File: src/rtl/minmax_pkg.sv
package minmax_pkg;
  typedef struct packed {
    logic lt;
    logic eq;
    logic gt;
  } cmp_flags_t;

  localparam int unsigned NUM_LANES = 2;
endpackage

File: src/rtl/minmax_cmp.sv
module minmax_cmp
  import minmax_pkg::*;
#(
  parameter int unsigned W = 8
) (
  input  logic [W-1:0] a_i,
  input  logic [W-1:0] b_i,
  output cmp_flags_t   flags_o
);
  // MSB-first scan: the first differing bit decides the relation
  logic decided;
  logic a_big;

  always_comb begin
    decided = 1'b0;
    a_big   = 1'b0;
    for (int i = W - 1; i >= 0; i--) begin
      if (!decided && (a_i[i] != b_i[i])) begin
        decided = 1'b1;
        a_big   = a_i[i];
      end
    end
  end

  assign flags_o.lt = decided & ~a_big;
  assign flags_o.gt = decided & a_big;
  assign flags_o.eq = ~decided;
endmodule

File: src/rtl/minmax_xbar.sv
module minmax_xbar
  import minmax_pkg::*;
#(
  parameter int unsigned W = 8
) (
  input  logic [W-1:0] a_i,
  input  logic [W-1:0] b_i,
  input  logic         swap_i,
  output logic [W-1:0] x_o,
  output logic [W-1:0] y_o
);
  logic [NUM_LANES-1:0][W-1:0] straight;
  logic [NUM_LANES-1:0][W-1:0] crossed;
  logic [NUM_LANES-1:0][W-1:0] lane_out;

  assign straight[0] = a_i;
  assign straight[1] = b_i;
  assign crossed[0]  = b_i;
  assign crossed[1]  = a_i;

  for (genvar l = 0; l < NUM_LANES; l++) begin : g_lane
    assign lane_out[l] = swap_i ? crossed[l] : straight[l];
  end

  assign x_o = lane_out[0];
  assign y_o = lane_out[1];
endmodule

File: src/rtl/minmax_sorter.sv
module minmax_sorter
  import minmax_pkg::*;
#(
  parameter int unsigned W       = 8,
  parameter bit          REG_OUT = 1'b1
) (
  input  logic         clk_i,
  input  logic         rst_ni,
  input  logic [W-1:0] a_i,
  input  logic [W-1:0] b_i,
  output logic [W-1:0] x_o,
  output logic [W-1:0] y_o,
  output logic         lt_o,
  output logic         eq_o,
  output logic         gt_o
);
  cmp_flags_t   flags;
  logic [W-1:0] x_d, y_d;

  minmax_cmp #(.W(W)) u_cmp (
    .a_i    (a_i),
    .b_i    (b_i),
    .flags_o(flags)
  );

  minmax_xbar #(.W(W)) u_xbar (
    .a_i   (a_i),
    .b_i   (b_i),
    .swap_i(flags.gt),
    .x_o   (x_d),
    .y_o   (y_d)
  );

  if (REG_OUT) begin : g_reg
    logic [W-1:0] x_q, y_q;
    cmp_flags_t   flags_q;

    always_ff @(posedge clk_i or negedge rst_ni) begin
      if (!rst_ni) begin
        x_q     <= '0;
        y_q     <= '0;
        flags_q <= '0;
      end else begin
        x_q     <= x_d;
        y_q     <= y_d;
        flags_q <= flags;
      end
    end

    assign x_o  = x_q;
    assign y_o  = y_q;
    assign lt_o = flags_q.lt;
    assign eq_o = flags_q.eq;
    assign gt_o = flags_q.gt;

    // exactly one flag once a full cycle out of reset
    p_one_flag_r2: assert property (@(posedge clk_i) disable iff (!rst_ni)
      $past(rst_ni) |-> ($countones({lt_o, eq_o, gt_o}) == 1));
    // ordered outputs
    p_ordered_r7: assert property (@(posedge clk_i) disable iff (!rst_ni)
      $past(rst_ni) |-> (x_o <= y_o));
    // swap of previous operands when a>b
    p_swap_r3: assert property (@(posedge clk_i) disable iff (!rst_ni)
      (a_i > b_i) |=> (x_o == $past(b_i) && y_o == $past(a_i) && gt_o));
    // pass-through including equal operands
    p_pass_r4: assert property (@(posedge clk_i) disable iff (!rst_ni)
      (a_i <= b_i) |=> (x_o == $past(a_i) && y_o == $past(b_i) && !gt_o));
    // reset clears outputs
    p_reset_clear_r6: assert property (@(posedge clk_i)
      !rst_ni |-> (x_o == '0 && y_o == '0 && !lt_o && !eq_o && !gt_o));
  end else begin : g_comb
    assign x_o  = x_d;
    assign y_o  = y_d;
    assign lt_o = flags.lt;
    assign eq_o = flags.eq;
    assign gt_o = flags.gt;

    p_one_flag_r2: assert property (@(posedge clk_i) disable iff (!rst_ni)
      $countones({lt_o, eq_o, gt_o}) == 1);
    p_ordered_r7: assert property (@(posedge clk_i) disable iff (!rst_ni)
      x_o <= y_o);
    p_perm_r7: assert property (@(posedge clk_i) disable iff (!rst_ni)
      (x_o == a_i && y_o == b_i) || (x_o == b_i && y_o == a_i));
    p_min_r1: assert property (@(posedge clk_i) disable iff (!rst_ni)
      lt_o |-> (x_o == a_i));
  end
endmodule

File: config.mk
export PLATFORM = sky130hd
export DESIGN_NAME = minmax_sorter
export DESIGN_NICKNAME = d
export VERILOG_FILES = /design/src/rtl/minmax_pkg.sv /design/src/rtl/minmax_cmp.sv /design/src/rtl/minmax_xbar.sv /design/src/rtl/minmax_sorter.sv
export SDC_FILE = /design/constraint.sdc
export NUM_CORES = 1
export LEC_CHECK = 0
export ABC_CLOCK_PERIOD_IN_PS = 800
export BUFFER_PORTS_ARGS = -buffer_cell sky130_fd_sc_hd__buf_2
export CAP_MARGIN = 20
export CORE_MARGIN = 5
export CORE_UTILIZATION = 48
export CTS_CLUSTER_DIAMETER = 60
export DETAILED_ROUTE_END_ITERATION = 10
export HOLD_SLACK_MARGIN = 0.03
export PLACE_DENSITY = 0.83
export SLEW_MARGIN = 30
export SYNTH_ARGS = -nofsm -noshare
export SYNTH_HDL_FRONTEND = slang
export SYNTH_HIERARCHICAL = 1
export SYNTH_SLANG_ARGS = --single-unit
File: constraint.sdc
create_clock -name clk_i -period 0.8 [get_ports clk_i]
set_clock_uncertainty 0.05 [all_clocks]
set_input_delay 0.16 -clock clk_i [delete_from_list [all_inputs] [get_ports clk_i]]
set_output_delay 0.16 -clock clk_i [all_outputs]
set_load 0.03 [all_outputs]
Yosys cells after proc, flatten, opt, wreduce, memory -nomap -nowiden
Index checks and enable logic that the tools add are counted.

Reduce and logical (&&, ||, !) cells: 14. Multiplexer cells: 18. Bitwise operators: 4. Eq/ne operators: 8.

Operators with widths (count): 1-bit two-way mux (16); 8-bit two-way mux (2); 1-bit inequality test (8); 1-bit logical AND (7); 1-bit logical NOT (7); 1-bit bitwise AND (2); 1-bit inverter (2).

Output and inout bits: 19. Flip-flop bits (word level): 19. Input bits: 18. Logic and storage cells: 49.

Depth between registers and ports, before layout
Depth in word-level cells: 25. Gate-level depth with buffers: 10. Mapped depth without buffers: 8.

Modules after synthesis
Netlist, hierarchy kept.

By module, submodules not included: minmax_sorter (times used 1, cells an instance 19, seq. area each 475.5 sq um, area each 475.5 sq um); minmax_cmp (times used 1, cells an instance 40, seq. area each 0.0 sq um, area each 276.5 sq um); minmax_xbar (times used 1, cells an instance 18, seq. area each 0.0 sq um, area each 249.0 sq um).

Worst setup path after synthesis
No wires, ideal clock.

Path type: in2reg. Start point: input b_i[7]. End point: register g_reg.x_q[0] (netlist: x_o[0]). Arrival: 1.896 ns. Setup time: 0.125 ns. Setup slack: -1.271 ns. Buffers on the path: 2. Cell stages on the path: 10. Required time: 0.625 ns. Cell sequence: inv_1 > ha_1 > nor2b_1 > o21ai_0 > o221ai_1 > a221oi_1 > a22oi_1 > buf_6 > buf_12 > mux2_4.

RTL lines: from (decl) (RTL line minmax_sorter.sv:10) `input logic [W-1:0] b_i,`; to (signal assigned) (RTL line minmax_sorter.sv:40) `x_q <= '0;`; to (signal assigned) (RTL line minmax_sorter.sv:44) `x_q <= x_d;`; to (decl) (RTL line minmax_sorter.sv:35) `logic [W-1:0] x_q, y_q;`.

==> results.sh <==
export IMPL_status="finished with violations"
export IMPL_failed_checks="setup timing"
export IMPL_setup_viol=38
export IMPL_drt_wl_total_um=2800
export IMPL_fin_crit_ns=1.93
export IMPL_crit_path_end_kind="flop"
export IMPL_powerDensity_mw_per_mm2=1800
export IMPL_synth_top_family_by_area="multiplexers"
export IMPL_worst_pin_slew_ns=0.410
export IMPL_grt_pass1_vias=903
export IMPL_ys_seq_area_share_pct=47.5
export IMPL_num_vias=869
export IMPL_start_util_pct=50.5
export IMPL_final_antenna_net_count=0
export IMPL_synthMuxAreaShare_pct=21.7
export IMPL_clock_sinks=19
export IMPL_synthTopCellsByArea="dfrtp_1 (48%), mux2_4 (15%), mux2_2 (6.7%)"
export IMPL_wl_per_cell_um=16.9
export IMPL_p_leak_nw=0.813
export IMPL_yosysWarnings=6
export IMPL_syn_to_final_growth_pct=64.4
export IMPL_io_buffers=36
export IMPL_nets=159
export IMPL_setup_ws_ns=-1.13
export IMPL_cts_tree="built"
export IMPL_die_area_mm2=0.00310
export IMPL_worstHoldEndpoint="x_o[3]"
export IMPL_n_antenna_cell=0
export IMPL_avgViaCountPerCell=5.23
export IMPL_seq_area_um2=475
export IMPL_fillCellCount=82
export IMPL_clkTransAtPathRegs_ns=0.11
export IMPL_synth_compound_area_share_pct=9.00
export IMPL_path_class="input port to flop"
export IMPL_route_detailed_drc=0
export IMPL_arrival_ns=2.06
export IMPL_placementRows=16
export IMPL_syn_nets=96
export IMPL_hold_viol_final=0
export IMPL_multi_input_area_um2=574
export IMPL_die_height_um=55.7
export IMPL_max_vdd_ir_drop_mv=1.52
export IMPL_cts_root_buffer="clkbuf_4"
export IMPL_synthAdderAreaFrac_pct=2.25
export IMPL_hp_start="b_i[3]"
export IMPL_synth_simple_gate_area_share_pct=10.1
export IMPL_drt_iter0_markers=18
export IMPL_grt_max_degree=20
export IMPL_dp_hpwl_um=1660
export IMPL_gr_total_overflow=0
export IMPL_grt_pass1_wl_um=4240
export IMPL_min_period_over_period_pct=241
export IMPL_fmax_ghz=0.518
export IMPL_cts_buffers=3
export IMPL_worst_slew_margin_rel_pct=72.7
export IMPL_clock_path_buffers=2
export IMPL_htreeDepth=1
export IMPL_grt_total_usage_pct=17.8
export IMPL_antenna_found_initial=0
export IMPL_synth_cells=77
export IMPL_drt_pass1_iter_count=4
export IMPL_place_congestion=0.805
export IMPL_drv_cap=0
export IMPL_synth_xor_xnor_area_share_pct=4.38
export IMPL_path_max_fanout=4
export IMPL_pre_cts_ws_ns=-1.37
export IMPL_layout_drive_gt1_share_pct=66.9
export IMPL_ios=37
export IMPL_synth_flop_cell="dfrtp_1"
export IMPL_rsz0062_at_grt="yes"
export IMPL_die_w_um=55.7
export IMPL_netlist_area_mm2=0.00100
export IMPL_async_flop_share_pct=100
export IMPL_hold_slack_ns=0.0530
export IMPL_synth_edf_count=0
export IMPL_holdCritPathClass="input port to flop"
export IMPL_synth_top_area_share_pct=47.5
export IMPL_whs_path_depth=2
export IMPL_ys_ff_latch=19
export IMPL_ys_types=27
export IMPL_start_kind="input port"
export IMPL_synth_avg_cell_area_um2=13.0
export IMPL_maxSlewViolCount=0
export IMPL_yosysTopAreaCell="dfrtp_1"
export IMPL_coreArea_mm2=0.00198
export IMPL_crit_required_ns=0.93
cells in the final DEF, fill, tap and decap left out, types with 3 or more instances in the layout:
cell type / count
buf_2: 13
xor2_1: 5
clkbuf_4: 3
mux2_4: 14
inv_1: 4
buf_4: 21
nor2b_1: 3
buf_6: 25
dfrtp_1: 19
nand2b_1: 3
timing repair:
action | CTS | global route
resized for setup | 47 | 16
setup buffers | 4 | 3
pin swaps | 3 | 4
hold endpoints to repair | 19 | 0
hold buffers | 1 | 0
setup endpoints to repair | 38 | 38
cell usage after synthesis (all sizes together) (2+ instances only):
master / instances
dfrtp: 19
mux2: 16
nand2b: 4
xor2: 5
buf: 2
nor2: 2
o21ai: 3
nor2b: 5
inv: 5
a221oi: 2
report_power, final:
part,leakage (nW),switching [mW],internal (mW),total (mW)
registers,0.224,0.0599,1.09,1.15
logic,0.575,0.641,0.691,1.33
clock network,0.0150,0.286,0.194,0.479
sequential cells by signal, summed over array words and instances, names as in the netlist:
signal / cells
y_o: 8
lt_o: 1
eq_o: 1
x_o: 8
gt_o: 1
metrics by stage:
step,total power [mW],TNS (ns),area [um^2],instances,utilization (%)
floorplan,1.85,-20.11,1030,77,-
global placement,2.14,-23.53,1360,157,68.4
detailed placement,2.16,-24.32,1360,157,68.4
CTS,2.93,-22.24,1580,166,79.7
global route,3.08,-24.52,1650,166,83.0
finish,2.96,-23.60,1650,166,83.0
how the worst max path moves through the flow:
stage / from / endpoint / slack [ns]
detailed placement: b_i[3] / x_o[5] / -1.37
global placement: b_i[3] / x_o[5] / -1.33
finish: b_i[5] / x_o[7] / -1.13
CTS: a_i[3] / x_o[5] / -1.03
global route: b_i[5] / x_o[7] / -1.14
floorplan: b_i[3] / x_o[0] / -1.19
worst max-delay path, cell delays in order:
cell      delay (ns)
buf_2           0.11
xor2_1          0.17
a2111o_1        0.38
or3_4           0.39
a22oi_2         0.30
buf_4           0.21
mux2_2          0.33
cell families after synthesis:
logic type,after synthesis
DFF,19
muxes,16
and+or+nand+nor,16
AOI/OAI and AO/OA,12
buffers and inverters,7
xor gates and xnor gates,5
adders and majority gates,2
area by class of cell:
class / count / share of cell area, %
Clock buffer: 4 / 1.60
Sequential cell: 19 / 28.9
Multi-Input combinational cell: 51 / 34.9
Inverter: 5 / 1.29
Tap cell: 27 / 2.05
Timing Repair Buffer: 60 / 31.3
per-layer routing:
| layer | up-vias | share of wire [%] | track usage [%] | routed length (um) |
|---|---|---|---|---|
| li1 | 400 | - | - | - |
| met1 | 424 | 38 | 18.4 | 1050 |
| met2 | 34 | 55 | 35.0 | 1540 |
| met3 | 11 | 3.6 | 2.32 | 102 |
| met4 | 0 | 3.9 | 7.29 | 108 |
| met5 | - | 0 | 0 | 0 |
Power figures use the tool's default switching activity.
